**src/rtl/csel_pkg.sv**
```systemverilog
`timescale 1ns/1ps
package csel_pkg;

    localparam int MIN_SHIFT = 11;
    localparam int SIZE_W    = 3;
    localparam int FUNC_W    = 2;
    localparam int WAIT_W    = 4;

    typedef enum logic [1:0] {
        KIND_BASE = 2'd0,
        KIND_OPT  = 2'd1,
        KIND_FUNC = 2'd2,
        KIND_DISC = 2'd3
    } wr_kind_t;

    typedef enum logic [FUNC_W-1:0] {
        PIN_ALT  = 2'b00,
        PIN_OFF  = 2'b01,
        PIN_CS8  = 2'b10,
        PIN_CS16 = 2'b11
    } pin_func_t;

    typedef struct packed {
        logic              iack_sp;
        logic              word_only;
        logic              autovec;
        logic              ds_sync;
        logic [1:0]        dir;
        logic [WAIT_W-1:0] wait_code;
    } opt_t;

    typedef struct packed {
        logic       iack_sp;
        logic       word_only;
        logic       ds_sync;
        logic [1:0] dir;
    } qual_t;

    typedef enum logic [2:0] {
        ST_IDLE,
        ST_COUNT,
        ST_ACK,
        ST_AUTO,
        ST_EXT
    } ack_state_t;

    // number of low address bits ignored for a given size code
    function automatic int unsigned size_shift(input logic [SIZE_W-1:0] code);
        int unsigned c;
        c = int'(code);
        if (c == 0)
            return MIN_SHIFT;
        else if (c < 3)
            return c + 12;
        else
            return c + 13;
    endfunction

endpackage

```
**src/rtl/csel_regs.sv**
```systemverilog
`timescale 1ns/1ps
module csel_regs
    import csel_pkg::*;
#(
    parameter int NCH       = 12,
    parameter int DATA_W    = 16,
    parameter int CHAN_W    = 4,
    parameter int DISC_W    = 7,
    parameter int BOOT_WAIT = 13
) (
    input  logic                         clk,
    input  logic                         rst_n,
    input  logic                         wr_en,
    input  logic [1:0]                   wr_kind,
    input  logic [CHAN_W-1:0]            wr_chan,
    input  logic [DATA_W-1:0]            wr_data,
    output logic [NCH-1:0][DATA_W-1:0]   base_q,
    output opt_t [NCH-1:0]               opt_q,
    output logic [NCH-1:0][FUNC_W-1:0]   func_q,
    output logic [DISC_W-1:0]            disc_q
);

    localparam int OPT_W = $bits(opt_t);
    localparam logic [DATA_W-1:0] BOOT_BASE = DATA_W'(7);
    localparam opt_t BOOT_OPT = '{
        iack_sp:   1'b0,
        word_only: 1'b0,
        autovec:   1'b0,
        ds_sync:   1'b0,
        dir:       2'b11,
        wait_code: WAIT_W'(BOOT_WAIT)
    };

    always_ff @(posedge clk or negedge rst_n) begin
        if (!rst_n) begin
            for (int ch = 0; ch < NCH; ch++) begin
                base_q[ch] <= (ch == 0) ? BOOT_BASE : '0;
                opt_q[ch]  <= (ch == 0) ? BOOT_OPT : '0;
                func_q[ch] <= (ch == 0) ? PIN_CS16 : PIN_ALT;
            end
            disc_q <= '1;
        end else if (wr_en) begin
            if (wr_kind == KIND_DISC) begin
                disc_q <= wr_data[DISC_W-1:0];
            end
            for (int ch = 0; ch < NCH; ch++) begin
                if (wr_chan == CHAN_W'(ch)) begin
                    unique case (wr_kind)
                        KIND_BASE: base_q[ch] <= wr_data;
                        KIND_OPT:  opt_q[ch]  <= opt_t'(wr_data[OPT_W-1:0]);
                        KIND_FUNC: func_q[ch] <= wr_data[FUNC_W-1:0];
                        default:   ;
                    endcase
                end
            end
        end
    end

endmodule

```
**src/rtl/csel_match.sv**
```systemverilog
`timescale 1ns/1ps
module csel_match
    import csel_pkg::*;
#(
    parameter int NCH    = 12,
    parameter int ADDR_W = 24,
    parameter int BASE_W = 16
) (
    input  logic [NCH-1:0][BASE_W-1:0] base,
    input  qual_t [NCH-1:0]            qual,
    input  logic [NCH-1:0]             cs_en,
    input  logic [ADDR_W-1:0]          addr,
    input  logic                       rnw,
    input  logic                       word_acc,
    input  logic                       iack,
    input  logic                       as_n,
    input  logic                       ds_n,
    output logic [NCH-1:0]             hit
);

    localparam int FIELD_W = BASE_W - SIZE_W;

    for (genvar i = 0; i < NCH; i++) begin : g_chan
        logic [ADDR_W-1:0] mask;
        logic [ADDR_W-1:0] start;
        logic              in_win;
        logic              dir_ok;
        logic              size_ok;
        logic              space_ok;
        logic              strobe_ok;

        assign mask      = {ADDR_W{1'b1}} << size_shift(base[i][SIZE_W-1:0]);
        assign start     = ADDR_W'({base[i][BASE_W-1:SIZE_W], {MIN_SHIFT{1'b0}}});
        assign in_win    = ((addr ^ start) & mask) == '0;
        assign dir_ok    = rnw ? qual[i].dir[0] : qual[i].dir[1];
        assign size_ok   = !qual[i].word_only || word_acc;
        assign space_ok  = qual[i].iack_sp == iack;
        assign strobe_ok = qual[i].ds_sync ? !ds_n : !as_n;
        assign hit[i]    = cs_en[i] && in_win && dir_ok && size_ok
                           && space_ok && strobe_ok;

        if (FIELD_W + MIN_SHIFT < ADDR_W) begin : g_narrow
            // upper address bits above the base field must be zero
        end
    end

endmodule

```
**src/rtl/csel_ack_fsm.sv**
```systemverilog
`timescale 1ns/1ps
module csel_ack_fsm
    import csel_pkg::*;
#(
    parameter int NCH = 12
) (
    input  logic                       clk,
    input  logic                       rst_n,
    input  logic                       as_n,
    input  logic                       iack,
    input  logic [NCH-1:0]             hit,
    input  logic [NCH-1:0][WAIT_W-1:0] wait_code,
    input  logic [NCH-1:0]             autovec,
    input  logic [NCH-1:0]             wide,
    output logic [1:0]                 dsack_n,
    output logic                       avec_n
);

    localparam int SEL_W = $clog2(NCH);
    localparam logic [WAIT_W-1:0] CODE_FAST = WAIT_W'((1 << WAIT_W) - 2);
    localparam logic [WAIT_W-1:0] CODE_EXT  = WAIT_W'((1 << WAIT_W) - 1);

    ack_state_t        state_q, state_d;
    logic [WAIT_W-1:0] cnt_q, cnt_d;
    logic              wide_q, wide_d;
    logic [SEL_W-1:0]  sel;
    logic              any_hit;
    logic [WAIT_W-1:0] sel_wait;

    // lowest index wins the acknowledge timing
    always_comb begin
        sel = '0;
        for (int i = NCH - 1; i >= 0; i--) begin
            if (hit[i]) sel = SEL_W'(i);
        end
    end

    assign any_hit  = |hit;
    assign sel_wait = wait_code[sel];

    always_comb begin
        state_d = state_q;
        cnt_d   = cnt_q;
        wide_d  = wide_q;
        unique case (state_q)
            ST_IDLE: begin
                if (!as_n && any_hit) begin
                    wide_d = wide[sel];
                    if (iack && autovec[sel])
                        state_d = ST_AUTO;
                    else if (sel_wait == CODE_EXT)
                        state_d = ST_EXT;
                    else if (sel_wait == CODE_FAST)
                        state_d = ST_ACK;
                    else begin
                        state_d = ST_COUNT;
                        cnt_d   = sel_wait;
                    end
                end
            end
            ST_COUNT: begin
                if (as_n)
                    state_d = ST_IDLE;
                else if (cnt_q == '0)
                    state_d = ST_ACK;
                else
                    cnt_d = cnt_q - 1'b1;
            end
            ST_ACK, ST_AUTO, ST_EXT: begin
                if (as_n) state_d = ST_IDLE;
            end
            default: state_d = ST_IDLE;
        endcase
    end

    always_ff @(posedge clk or negedge rst_n) begin
        if (!rst_n) begin
            state_q <= ST_IDLE;
            cnt_q   <= '0;
            wide_q  <= 1'b0;
        end else begin
            state_q <= state_d;
            cnt_q   <= cnt_d;
            wide_q  <= wide_d;
        end
    end

    always_comb begin
        dsack_n = 2'b11;
        avec_n  = 1'b1;
        unique case (state_q)
            ST_ACK:  dsack_n = wide_q ? 2'b00 : 2'b10;
            ST_AUTO: avec_n  = 1'b0;
            default: ;
        endcase
    end

endmodule

```
**src/rtl/csel_unit.sv**
```systemverilog
`timescale 1ns/1ps
module csel_unit
    import csel_pkg::*;
#(
    parameter int ADDR_W     = 24,
    parameter int DATA_W     = 16,
    parameter int CHAN_W     = 4,
    parameter int NUM_GEN    = 11,
    parameter int DISC_W     = 7,
    parameter int DISC_FIRST = 3,
    parameter int BOOT_WAIT  = 13
) (
    input  logic                 clk,
    input  logic                 rst_n,
    input  logic                 wr_en,
    input  logic [1:0]           wr_kind,
    input  logic [CHAN_W-1:0]    wr_chan,
    input  logic [DATA_W-1:0]    wr_data,
    input  logic [ADDR_W-1:0]    addr,
    input  logic                 rnw,
    input  logic                 word_acc,
    input  logic                 iack,
    input  logic                 as_n,
    input  logic                 ds_n,
    input  logic                 aux_clk,
    output logic [NUM_GEN:0]     cs_pin_n,
    output logic [1:0]           dsack_n,
    output logic                 avec_n
);

    localparam int NCH = NUM_GEN + 1;

    logic [NCH-1:0][DATA_W-1:0] base_q;
    opt_t [NCH-1:0]             opt_q;
    logic [NCH-1:0][FUNC_W-1:0] func_q;
    logic [DISC_W-1:0]          disc_q;

    qual_t [NCH-1:0]             qual;
    logic  [NCH-1:0][WAIT_W-1:0] wait_code;
    logic  [NCH-1:0]             autovec;
    logic  [NCH-1:0]             wide;
    logic  [NCH-1:0]             cs_en;
    logic  [NCH-1:0]             hit;

    csel_regs #(
        .NCH       (NCH),
        .DATA_W    (DATA_W),
        .CHAN_W    (CHAN_W),
        .DISC_W    (DISC_W),
        .BOOT_WAIT (BOOT_WAIT)
    ) u_regs (
        .clk     (clk),
        .rst_n   (rst_n),
        .wr_en   (wr_en),
        .wr_kind (wr_kind),
        .wr_chan (wr_chan),
        .wr_data (wr_data),
        .base_q  (base_q),
        .opt_q   (opt_q),
        .func_q  (func_q),
        .disc_q  (disc_q)
    );

    for (genvar i = 0; i < NCH; i++) begin : g_split
        assign qual[i].iack_sp   = opt_q[i].iack_sp;
        assign qual[i].word_only = opt_q[i].word_only;
        assign qual[i].ds_sync   = opt_q[i].ds_sync;
        assign qual[i].dir       = opt_q[i].dir;
        assign wait_code[i]      = opt_q[i].wait_code;
        assign autovec[i]        = opt_q[i].autovec;
        assign wide[i]           = func_q[i][0];
        assign cs_en[i]          = func_q[i][1];
    end

    csel_match #(
        .NCH    (NCH),
        .ADDR_W (ADDR_W),
        .BASE_W (DATA_W)
    ) u_match (
        .base     (base_q),
        .qual     (qual),
        .cs_en    (cs_en),
        .addr     (addr),
        .rnw      (rnw),
        .word_acc (word_acc),
        .iack     (iack),
        .as_n     (as_n),
        .ds_n     (ds_n),
        .hit      (hit)
    );

    csel_ack_fsm #(
        .NCH (NCH)
    ) u_fsm (
        .clk       (clk),
        .rst_n     (rst_n),
        .as_n      (as_n),
        .iack      (iack),
        .hit       (hit),
        .wait_code (wait_code),
        .autovec   (autovec),
        .wide      (wide),
        .dsack_n   (dsack_n),
        .avec_n    (avec_n)
    );

    // pin multiplexer: select, alternate output, or idle high
    for (genvar i = 0; i < NCH; i++) begin : g_pin
        logic alt;
        if (i >= DISC_FIRST + 1 && i < DISC_FIRST + 1 + DISC_W) begin : g_disc
            assign alt = disc_q[i-DISC_FIRST-1];
        end else if (i == DISC_FIRST + 1 + DISC_W) begin : g_clk
            assign alt = aux_clk;
        end else begin : g_high
            assign alt = 1'b1;
        end
        assign cs_pin_n[i] = func_q[i][1] ? !hit[i]
                           : ((func_q[i] == PIN_ALT) ? alt : 1'b1);
    end

endmodule

```
**config.mk**
```make
export PLATFORM = sky130hd
export DESIGN_NAME = csel_unit
export DESIGN_NICKNAME = d
export VERILOG_FILES = /design/src/rtl/csel_pkg.sv /design/src/rtl/csel_regs.sv /design/src/rtl/csel_match.sv /design/src/rtl/csel_ack_fsm.sv /design/src/rtl/csel_unit.sv
export SDC_FILE = /design/constraint.sdc
export NUM_CORES = 1
export LEC_CHECK = 0
export ABC_AREA = 1
export BUFFER_PORTS_ARGS = -buffer_cell sky130_fd_sc_hd__clkbuf_2
export CAP_MARGIN = 20
export CORE_MARGIN = 10
export CORE_UTILIZATION = 52
export DETAILED_ROUTE_END_ITERATION = 7
export HOLD_SLACK_MARGIN = 0.08
export PLACE_DENSITY = 0.72
export SYNTH_ARGS = -nofsm -noshare
export SYNTH_HDL_FRONTEND = slang
export SYNTH_SLANG_ARGS = --single-unit
```
**constraint.sdc**
```tcl
create_clock -name clk -period 7.8 [get_ports clk]
set_input_delay 0.78 -clock clk [delete_from_list [all_inputs] [get_ports clk]]
set_output_delay 0.78 -clock clk [all_outputs]
set_load 0.01 [all_outputs]
```
==> flow_metrics.env, run 1 <==
export IMPL_outcome="completed"
export IMPL_yosys_most_used_dff="dfrtp_1"
export IMPL_dpl_cell_count=3129
export IMPL_synth_cells=2662
export IMPL_die_area_um2=47290
export IMPL_diodes=0
export IMPL_io_buffers=69
export IMPL_worstSetupEndpointType="flip-flop"
export IMPL_drt_first_pass_iters=8
export IMPL_pin_count=70
export IMPL_cts_root_buf="clkbuf_16"
export IMPL_p_leak_nw=10.55
export IMPL_drcViolationCount=0
export IMPL_cts_num_sinks=351
export IMPL_synth_cell_type_count=58
export IMPL_drtIter0Drc=2341
export IMPL_avgViaCountPerCell=5.875
export IMPL_start_kind="flip-flop"
export IMPL_setup_tns_ps=0
export IMPL_drtAntennaViolNets=0
export IMPL_relSlewSlack=0.3024
export IMPL_wirelength_um=68260
export IMPL_vdd_drop_max_mv=0.1731
export IMPL_drive_gt1_frac=0.09050
export IMPL_rsz0062_at_grt="no"
export IMPL_cap_violations=0
export IMPL_fin_hold_ws_ps=168.1
export IMPL_nets=2749
export IMPL_avgSynthCellArea_um2=7.617
export IMPL_crit_path_frequent_cell="nand2_1"
export IMPL_grt_first_pass_wirelength_um=103700
export IMPL_cp_arrival_ps=5480
export IMPL_stdcell_count=3203
export IMPL_avgRoutedWirePerCell_um=21.31
export IMPL_grt_pass1_vias=17834
export IMPL_yosys_warnings=0
export IMPL_die_y_um=217.5
export IMPL_grt_max_degree=177
export IMPL_dpl_hpwl_um=44860
export IMPL_seqCellArea_um2=8805
export IMPL_crit_fanout=44
export IMPL_slew_viol_final=0
export IMPL_initial_utilization=0.5247
export IMPL_die_w_um=217.5
export IMPL_slowest_delay_ps=580
export IMPL_gp_congestion=0.9335
export IMPL_core_area_um2=38650
export IMPL_fmax_mhz=201.6
export IMPL_clkSlewWorstSetupHoldPaths_ps=60
export IMPL_tightest_slew_ps=1020
export IMPL_cts_tree="built"
export IMPL_antenna_found_initial=0
export IMPL_rows=72
export IMPL_cts_hold_buf=0
export IMPL_multi_input_area_um2=10020
export IMPL_final_min_clock_period_ps=4961
export IMPL_skew_ps=18.13
export IMPL_post_cts_setup_buffers=0
export IMPL_num_vias=18819
export IMPL_hp_class="in2async"
export IMPL_grt_use_total=0.2834
export IMPL_setup_viol=0
export IMPL_synthArstFlopShare=1.000
export IMPL_fill_cells=3539
export IMPL_slowest_stage="dfstp_2"
export IMPL_crit_type="reg2reg"
export IMPL_grt_ovfl_total=0
export IMPL_powerDensity_nw_per_um2=250.6
export IMPL_synth_seq_cells=351
export IMPL_synth_edf_count=0
export IMPL_clock_path_buffers=3
export IMPL_crit_required_ps=8320
export IMPL_syn_nets=2756
export IMPL_hold_viol=0
export IMPL_ys_seq_area_frac=0.4342
export IMPL_clk_insertion_delay_late_ps=570
export IMPL_fin_total_pwr_mw=5.564
export IMPL_fin_crit_sh=0.6360
export IMPL_cts_buffers_inserted=40
export IMPL_cts_htree_levels=2
export IMPL_area_growth_pct=9.496
export IMPL_cts_resized=0
export IMPL_synthesis_area_um2=20280
flip-flops by register name, summed over array words and instances, names as in the netlist:
register / cells
u_regs.opt_q: 120
u_fsm.state_q: 3
u_fsm.wide_q: 1
u_regs.disc_q: 7
u_fsm.cnt_q: 4
u_regs.base_q: 192
u_regs.func_q: 24
power by group:
| part | leakage, nW | internal (mW) | switching [mW] |
|---|---|---|---|
| logic | 5.26 | 0.449 | 0.882 |
| clock network | 0.664 | 1.14 | 0.806 |
| registers | 4.62 | 2.09 | 0.202 |
cells in the mapped netlist, types with 3 or more instances:
library cell / count / share of area
nand2_1: 673 / 0.12
o21ai_0: 456 / 0.11
dfrtp_1: 334 / 0.41
inv_1: 212 / 0.039
nor2_1: 178 / 0.033
nand3_1: 133 / 0.033
xor2_1: 124 / 0.054
clkbuf_1: 105 / 0.019
a21oi_1: 70 / 0.017
nand4_1: 45 / 0.014
ha_1: 39 / 0.024
xnor2_1: 31 / 0.013
o21ai_1: 30 / 0.0074
nor3_1: 24 / 0.0059
buf_2: 19 / 0.0047
inv_2: 19 / 0.0035
dfstp_2: 17 / 0.022
o211ai_1: 11 / 0.0041
o2111ai_1: 10 / 0.0043
nor2_2: 9 / 0.0028
or2_2: 9 / 0.0028
a21oi_2: 7 / 0.0030
nor2_4: 7 / 0.0039
nor4_1: 7 / 0.0022
mux2_2: 6 / 0.0033
o221ai_1: 6 / 0.0026
a31oi_1: 5 / 0.0015
buf_6: 5 / 0.0028
nand2_2: 5 / 0.0015
nand3b_1: 5 / 0.0019
o22ai_1: 5 / 0.0015
a221oi_1: 4 / 0.0017
clkinv_1: 4 / 0.00074
nand2_4: 4 / 0.0022
a2111oi_0: 3 / 0.0013
a211oi_1: 3 / 0.0011
a21boi_0: 3 / 0.0011
buf_4: 3 / 0.0011
nor4b_1: 3 / 0.0013
o21bai_1: 3 / 0.0011
or2_0: 3 / 0.00093
layer usage:
| layer | GRT usage | wire, µm |
|---|---|---|
| met3 | 0.05867 | 6884 |
| met4 | 0.1184 | 2763 |
| met5 | 0 | 0 |
| met1 | 0.3877 | 28700 |
| met2 | 0.4299 | 29920 |
final timing paths:
check	startpoint	endpoint	slack (ps)	cells after the start
worst max register to register	u_regs.base_q[0]	u_fsm.cnt_q[1]	2840	27
worst min register to register	u_regs.opt_q[10]	u_regs.opt_q[10]	480	2
min in group clk	wr_data[1]	u_regs.base_q[1]	420	3
worst max-delay path	u_regs.base_q[0]	u_fsm.cnt_q[1]	2840	27
worst min-delay path	rst_n	u_regs.base_q[148]	170	1
max in group asynchronous	rst_n	u_regs.opt_q[26]	5760	3
area by class of cell:
cell class              instances  area share
clock buffers                  57     0.05393
clock inverters                15    0.006537
inverters                     236     0.04012
multi-input cells            1941      0.4512
flip-flops and latches        351      0.3966
well taps                     518     0.02919
repair buffers                 85     0.02243
critical path: cells and delay by family (launching register included):
kind | cells | cell delay, ps
simple gates | 19 | 3010
flops | 1 | 580
compound gates | 2 | 390
fa+ha+maj | 1 | 250
buf+inv | 5 | 610
cell families (layout without fill, tap and decap cells):
group	after synthesis	count (layout)	share of synthesized area
muxes	6	6	0.003332
and+or+nand+nor	1111	1111	0.2325
xor gates and xnor gates	155	155	0.06695
buffers and inverters	370	393	0.07232
DFF	351	351	0.4342
adders and majority gates	39	39	0.02407
AOI/OAI and AO/OA	630	630	0.1666
cells in the final DEF (no fill, tap or decap), types with 11 or more instances in the layout:
master,n
nand2_1,673
o21ai_0,456
dfrtp_1,334
inv_1,211
nor2_1,178
nand3_1,133
xor2_1,124
a21oi_1,70
clkbuf_2,68
nand4_1,45
clkbuf_16,42
ha_1,39
xnor2_1,31
o21ai_1,30
nor3_1,24
inv_2,20
dfstp_2,17
buf_4,13
o211ai_1,11
metrics by stage:
step,area (µm²),utilization,setup WS [ps]
after floorplan,20280,-,4263
after global placement,20840,0.5391,2754
after detailed placement,20840,0.5391,2409
after CTS,22180,0.5738,2975
after global routing,22200,0.5745,2488
final,22200,0.5745,2839
Note: power is estimated with default switching activity, not from simulation.
==> inputs of run 2 (changes only) <==
- ABC_AREA: 1 -> 0
- clock period: 7.8 -> 5.1 ns (I/O delays scaled with it)
==> run 2 against run 1 <==
Effect of this change: wire length up 7.7%; clock power up 61%; critical path depth down 9; setup slack worse by 2600 ps; utilization up 2.0 points; sequential share of layout area down 3.4 points; maximum frequency up 1.7%.
==> flow_metrics.env, run 2 <==
export IMPL_fin_hold_ws_ps=482.1
export IMPL_grt_first_pass_wirelength_um=109400
export IMPL_layout_cells_most_common_list="346 x mux2_2, 328 x dfrtp_1, 115 x nand2_1"
export IMPL_core_area_um2=40920
export IMPL_yosys_warnings=0
export IMPL_grt_ovfl_total=0
export IMPL_p_leak_nw=10.93
export IMPL_wirelength_um=73510
export IMPL_clk_insertion_delay_late_ps=570
export IMPL_dpl_cell_count=2621
export IMPL_dpl_hpwl_um=50470
export IMPL_slew_viol_final=0
export IMPL_drcViolationCount=0
export IMPL_syn_nets=2133
export IMPL_grt_use_total=0.2867
export IMPL_hold_viol=0
export IMPL_drtIter0Drc=2050
export IMPL_cap_violations=0
export IMPL_synth_top_area_frac=0.3882
export IMPL_synthArstFlopShare=1.000
export IMPL_crit_fanout=8
export IMPL_avgSynthCellArea_um2=10.56
export IMPL_vdd_drop_max_mv=0.2954
export IMPL_grt_max_degree=121
export IMPL_drt_first_pass_iters=7
export IMPL_drtAntennaViolNets=0
export IMPL_clkSlewWorstSetupHoldPaths_ps=60
export IMPL_cts_buffers_inserted=41
export IMPL_rows=74
export IMPL_slowest_delay_ps=470
export IMPL_antenna_found_initial=3
export IMPL_gp_congestion=1.025
export IMPL_clock_path_buffers=3
export IMPL_largest_reg_flops=192
export IMPL_multi_input_area_um2=11890
export IMPL_skew_ps=17.34
export IMPL_area_growth_pct=12.95
export IMPL_relSlewSlack=0.2466
export IMPL_yosys_most_used_dff="dfrtp_1"
export IMPL_ys_seq_area_frac=0.4089
export IMPL_slowest_stage="a2111oi_1"
export IMPL_die_w_um=223.5
export IMPL_synth_edf_count=0
export IMPL_pin_count=70
export IMPL_synth_common_cells="346 x mux2_2, 334 x dfrtp_1, 115 x nand2_1"
export IMPL_synth_seq_cells=351
export IMPL_drive_gt1_frac=0.3021
export IMPL_cts_htree_levels=2
export IMPL_diodes=0
export IMPL_final_common_cell="mux2_2"
export IMPL_io_buffers=69
export IMPL_cts_num_sinks=351
export IMPL_hp_class="in2reg"
export IMPL_worstSetupEndpointType="flip-flop"
export IMPL_nets=2230
export IMPL_die_area_um2=49940
export IMPL_synth_most_common_cell="mux2_2"
export IMPL_grt_pass1_vias=17511
export IMPL_crit_required_ps=5550
export IMPL_avgRoutedWirePerCell_um=27.23
export IMPL_synth_cells=2039
export IMPL_post_synth_top_area_cell="dfrtp_1"
export IMPL_cts_root_buf="clkbuf_16"
export IMPL_critical_path_top_delay_family="compound AO/OA/AOI/OAI gates"
export IMPL_cts_tree="built"
export IMPL_crit_type="reg2reg"
export IMPL_powerDensity_nw_per_um2=356.1
export IMPL_initial_utilization=0.5261
export IMPL_avgViaCountPerCell=6.510
export IMPL_final_min_clock_period_ps=4876
export IMPL_outcome="completed"
export IMPL_seqCellArea_um2=8812
export IMPL_fin_crit_sh=0.9561
export IMPL_start_kind="flip-flop"
export IMPL_die_y_um=223.5
export IMPL_synth_area_top_cells="dfrtp_1 39%, mux2_2 18%, xnor2_1 3.8%, xor2_1 3.1%, ha_1 2.3%"
export IMPL_stdcell_count=2700
export IMPL_num_vias=17577
export IMPL_setup_viol=0
export IMPL_cp_buffers_inverters=2
export IMPL_cp_arrival_ps=5320
export IMPL_path_cells="ha_1 > inv_1 > ha_1 > nand4bb_1 > o21a_1 > a2111oi_2 > o2111ai_1 > a2111oi_4 > buf_4 > nor2_2 > or3_4 > a2111oi_1 > a2111oi_0 > o311a_1 > a21o_1 > or3_4 > o211a_1 > a31o_1"
export IMPL_fmax_mhz=205.1
export IMPL_synth_cell_type_count=106
export IMPL_synthesis_area_um2=21530
export IMPL_fill_cells=3461
export IMPL_top_register="u_regs.base_q"
export IMPL_tightest_slew_ps=1130
export IMPL_reg_top3="u_regs.base_q x192, u_regs.opt_q x120, u_regs.func_q x24"
-- run 2: worst paths after layout --
path / cells after the start / to / startpoint / slack (ps)
worst max register to register: 18 / u_fsm.cnt_q[1] / u_regs.base_q[160] / 220
worst min-delay path: 3 / u_regs.func_q[15] / wr_kind[0] / 480
worst max-delay path: 18 / u_fsm.cnt_q[1] / u_regs.base_q[160] / 220
worst min register to register: 1 / u_fsm.state_q[2] / u_fsm.state_q[1] / 500
min in group asynchronous: 2 / u_regs.base_q[53] / rst_n / 570
max in group asynchronous: 3 / u_regs.opt_q[3] / rst_n / 3320
-- run 2: worst register-to-register path: stages, from the launching register on --
cell,delay [ps]
dfrtp_2,450
ha_1,210
inv_1,50
ha_1,320
nand4bb_1,260
o21a_1,200
a2111oi_2,370
o2111ai_1,220
a2111oi_4,390
buf_4,190
nor2_2,40
or3_4,360
a2111oi_1,470
a2111oi_0,150
o311a_1,150
a21o_1,200
or3_4,340
o211a_1,210
a31o_1,170
-- run 2: report_power, final --
group          switching, mW  internal [mW]
sequential             0.323           3.18
combinational           1.12          0.908
clock                   1.22           1.91
total                   2.66           6.00
-- run 2: layout make-up --
| type | instances | area share |
|---|---|---|
| Inverter | 89 | 0.01374 |
| Clock buffer | 60 | 0.05016 |
| Sequential cell | 351 | 0.3623 |
| Multi-Input combinational cell | 1479 | 0.4890 |
| Clock inverter | 15 | 0.008592 |
| Tap cell | 532 | 0.02737 |
| Timing Repair Buffer | 174 | 0.04882 |
-- run 2: stage by stage --
| stage | instance area (µm²) | util | setup WS (ps) | power (mW) | TNS (ps) |
|---|---|---|---|---|---|
| final | 24320 | 0.5943 | 224.0 | 8.661 | 0 |
| after CTS | 24220 | 0.5919 | 121.7 | 8.637 | 0 |
| after global routing | 24320 | 0.5943 | -12.52 | 9.014 | -12.52 |
| after global placement | 22770 | 0.5564 | 243.0 | 5.466 | 0 |
| after floorplan | 21530 | - | 529.7 | 4.864 | 0 |
| after detailed placement | 22780 | 0.5567 | 175.5 | 5.509 | 0 |
-- run 2: cells by family after synthesis --
kind of cell,Yosys count,synth area share
AO/OA/AOI/OAI,435,0.1475
multiplexers,372,0.1932
flip-flops,351,0.4089
AND/OR/NAND/NOR,465,0.1172
XOR/XNOR,168,0.06834
adder cells (fa/ha/maj),39,0.02266
buffers and inverters,209,0.04219
-- run 2: repair_timing --
item | CTS | global route
resized for setup | 0 | 20
setup endpoints to repair | 0 | 7
setup buffers | 0 | 3
endpoints found under the hold margin | 1 | 0
hold buffers | 1 | 0
-- run 2: per-layer routing --
layer	up-vias	global-route usage	wire length [µm]
li1	7659	-	-
met4	2	0.1205	3190
met5	-	0	13
met3	177	0.04720	5931
met2	809	0.4618	33930
met1	8930	0.3749	30440
==> inputs of run 3 (changes only) <==
- ABC_AREA: 0 -> 1
- CTS_CLUSTER_SIZE: default -> 8
==> run 3 against run 2 <==
Effect of this change: first-iteration DRC count is 1.6% higher; largest cell class unchanged; die area down 5.3%; via count rose by 6.7%; final cell count rose by 19%; clock power decreased by 5%; count of clock-buffer cells in the layout is 12 higher; critical path depth is 16 higher; hold slack got worse by 330 ps; power is 1.5% lower; highest routed layer is now met4; critical endpoint is now u_fsm.cnt_q[2]; utilization fell by 1.7 points; design area fell by 8.3%.
==> flow_metrics.env, run 3 (synthesis gave the netlist of run 1 again) <==
export IMPL_outcome="completed"
export IMPL_reg_top3="u_regs.base_q x192, u_regs.opt_q x120, u_regs.func_q x24"
export IMPL_crit_path_frequent_cell="nand2_1"
export IMPL_cap_violations=0
export IMPL_seqCellArea_um2=8805
export IMPL_drcViolationCount=0
export IMPL_vdd_drop_max_mv=0.2652
export IMPL_avgRoutedWirePerCell_um=21.16
export IMPL_cts_resized=0
export IMPL_start_kind="flip-flop"
export IMPL_area_growth_pct=10.04
export IMPL_cts_num_sinks=351
export IMPL_slowest_stage="dfrtp_1"
export IMPL_p_leak_nw=10.60
export IMPL_num_vias=18761
export IMPL_hp_class="in2reg"
export IMPL_crit_type="reg2reg"
export IMPL_crit_start="u_regs.base_q[145]"
export IMPL_clock_path_buffers=3
export IMPL_io_buffers=69
export IMPL_fin_hold_ws_ps=147.8
export IMPL_cp_buffers_inverters=2
export IMPL_grt_ovfl_total=0
export IMPL_final_min_clock_period_ps=4555
export IMPL_crit_required_ps=5630
export IMPL_die_y_um=217.5
export IMPL_grt_use_total=0.2841
export IMPL_critical_path_top_delay_family="simple AND/OR/NAND/NOR gates"
export IMPL_top_register="u_regs.base_q"
export IMPL_skew_ps=34.11
export IMPL_fin_crit_sh=0.8931
export IMPL_nets=2773
export IMPL_final_common_cell="nand2_1"
export IMPL_rows=72
export IMPL_grt_first_pass_wirelength_um=104300
export IMPL_fill_cells=3548
export IMPL_grt_pass1_vias=17721
export IMPL_crit_fanout=28
export IMPL_dpl_hpwl_um=45560
export IMPL_cp_arrival_ps=5080
export IMPL_avgViaCountPerCell=5.828
export IMPL_use_met1=0.3828
export IMPL_worstSetupEndpointType="flip-flop"
export IMPL_busiest_layer="met2"
export IMPL_setup_viol=0
export IMPL_cts_htree_levels=2
export IMPL_hold_path_startpoint="wr_data[1]"
export IMPL_slew_viol_final=0
export IMPL_core_area_um2=38650
export IMPL_hold_viol=0
export IMPL_antenna_found_initial=0
export IMPL_fmax_mhz=219.5
export IMPL_cts_root_buf="clkbuf_16"
export IMPL_largest_reg_flops=192
export IMPL_setup_tns_ps=0
export IMPL_drive_gt1_frac=0.08960
export IMPL_multi_input_area_um2=10020
export IMPL_drtAntennaViolNets=0
export IMPL_drt_first_pass_iters=6
export IMPL_cts_buffers_inserted=49
export IMPL_grt_max_degree=123
export IMPL_rsz0062_at_grt="no"
export IMPL_clkSlewWorstSetupHoldPaths_ps=50
export IMPL_drtIter0Drc=2082
export IMPL_die_area_um2=47290
export IMPL_relSlewSlack=0.2919
export IMPL_tightest_slew_ps=1062
export IMPL_use_met3=0.06061
export IMPL_powerDensity_nw_per_um2=382.4
export IMPL_layout_cells_most_common_list="673 x nand2_1, 456 x o21ai_0, 334 x dfrtp_1"
export IMPL_wirelength_um=68120
export IMPL_post_cts_setup_buffers=0
export IMPL_clk_insertion_delay_late_ps=590
export IMPL_cts_tree="built"
export IMPL_diodes=0
export IMPL_pin_count=70
export IMPL_initial_utilization=0.5247
export IMPL_die_w_um=217.5
export IMPL_gp_congestion=0.9814
export IMPL_grt_use_met2=0.4364
export IMPL_slowest_delay_ps=470
export IMPL_reg2reg_from="u_regs.base_q[145]"
[run 3: changes by cell type in the layout (fill, tap and decap cells not counted), moves of 62 or more]
cell     before  now
xnor2_1      93   31
inv_1        89  211
o21ai_0      84  456
nor2_1       68  178
nand2_1     115  673
mux2_2      346    6
nand3_1      40  133
buf_4       100   28
[run 3: cell type report]
| cell class | instances | area share |
|---|---|---|
| sequential | 351 | 0.3946 |
| tap | 518 | 0.02905 |
| clock buffer | 72 | 0.05978 |
| timing repair buffer | 100 | 0.02692 |
| clock inverter | 1 | 0.0007290 |
| inverter | 236 | 0.03993 |
| multi-input combinational | 1941 | 0.4490 |
[run 3: per-stage QoR]
stage	cell area (µm²)	setup slack (ps)	std cells	util	power (mW)
4_1_cts	22310	668.3	3218	0.5772	8.518
3_5_place_dp	20950	667.0	3144	0.5420	5.527
5_1_grt	22310	110.9	3219	0.5773	8.971
3_3_place_gp	20950	762.8	3144	0.5420	5.469
6_report	22310	545.1	3219	0.5773	8.531
2_1_floorplan	20280	1563	2662	-	4.879
[run 3: final timing paths]
check	end	slack, ps	depth (start not counted)
max	u_fsm.cnt_q[2]	550	34
max reg2reg	u_fsm.cnt_q[2]	550	34
min	u_regs.base_q[1]	150	3
min reg2reg	u_regs.opt_q[107]	480	2
max in group asynchronous	u_regs.base_q[189]	3270	3
min in group asynchronous	u_regs.base_q[151]	580	2
[run 3: what timing repair did]
action                     4_1_cts  5_1_grt
setup endpoints to repair        0        0
hold buffers                     1        0
hold endpoints to repair        16        0
[run 3: worst reg2reg max path, delay by kind of cell, from the launching register on]
family	cells	cell delay, ps
AND/OR/NAND/NOR	28	2640
adder cells (fa/ha/maj)	2	540
AO/OA/AOI/OAI	2	510
flip-flops	1	470
buffers and inverters	2	330
[run 3: per-layer routing]
| metal | part of all wire | routed length (µm) | vias to the layer above |
|---|---|---|---|
| met1 | 0.41 | 28190 | 8845 |
| met5 | 0 | 0 | - |
| met4 | 0.043 | 2935 | 0 |
| met2 | 0.44 | 30200 | 938 |
| met3 | 0.10 | 6784 | 212 |
| li1 | - | - | 8766 |
[run 3: where the power goes]
group          internal (mW)  total (mW)  switching (mW)  leakage, nW
logic                  0.689        2.04            1.35         5.33
clock network           1.77        2.98            1.21        0.649
registers               3.20        3.51           0.313         4.62
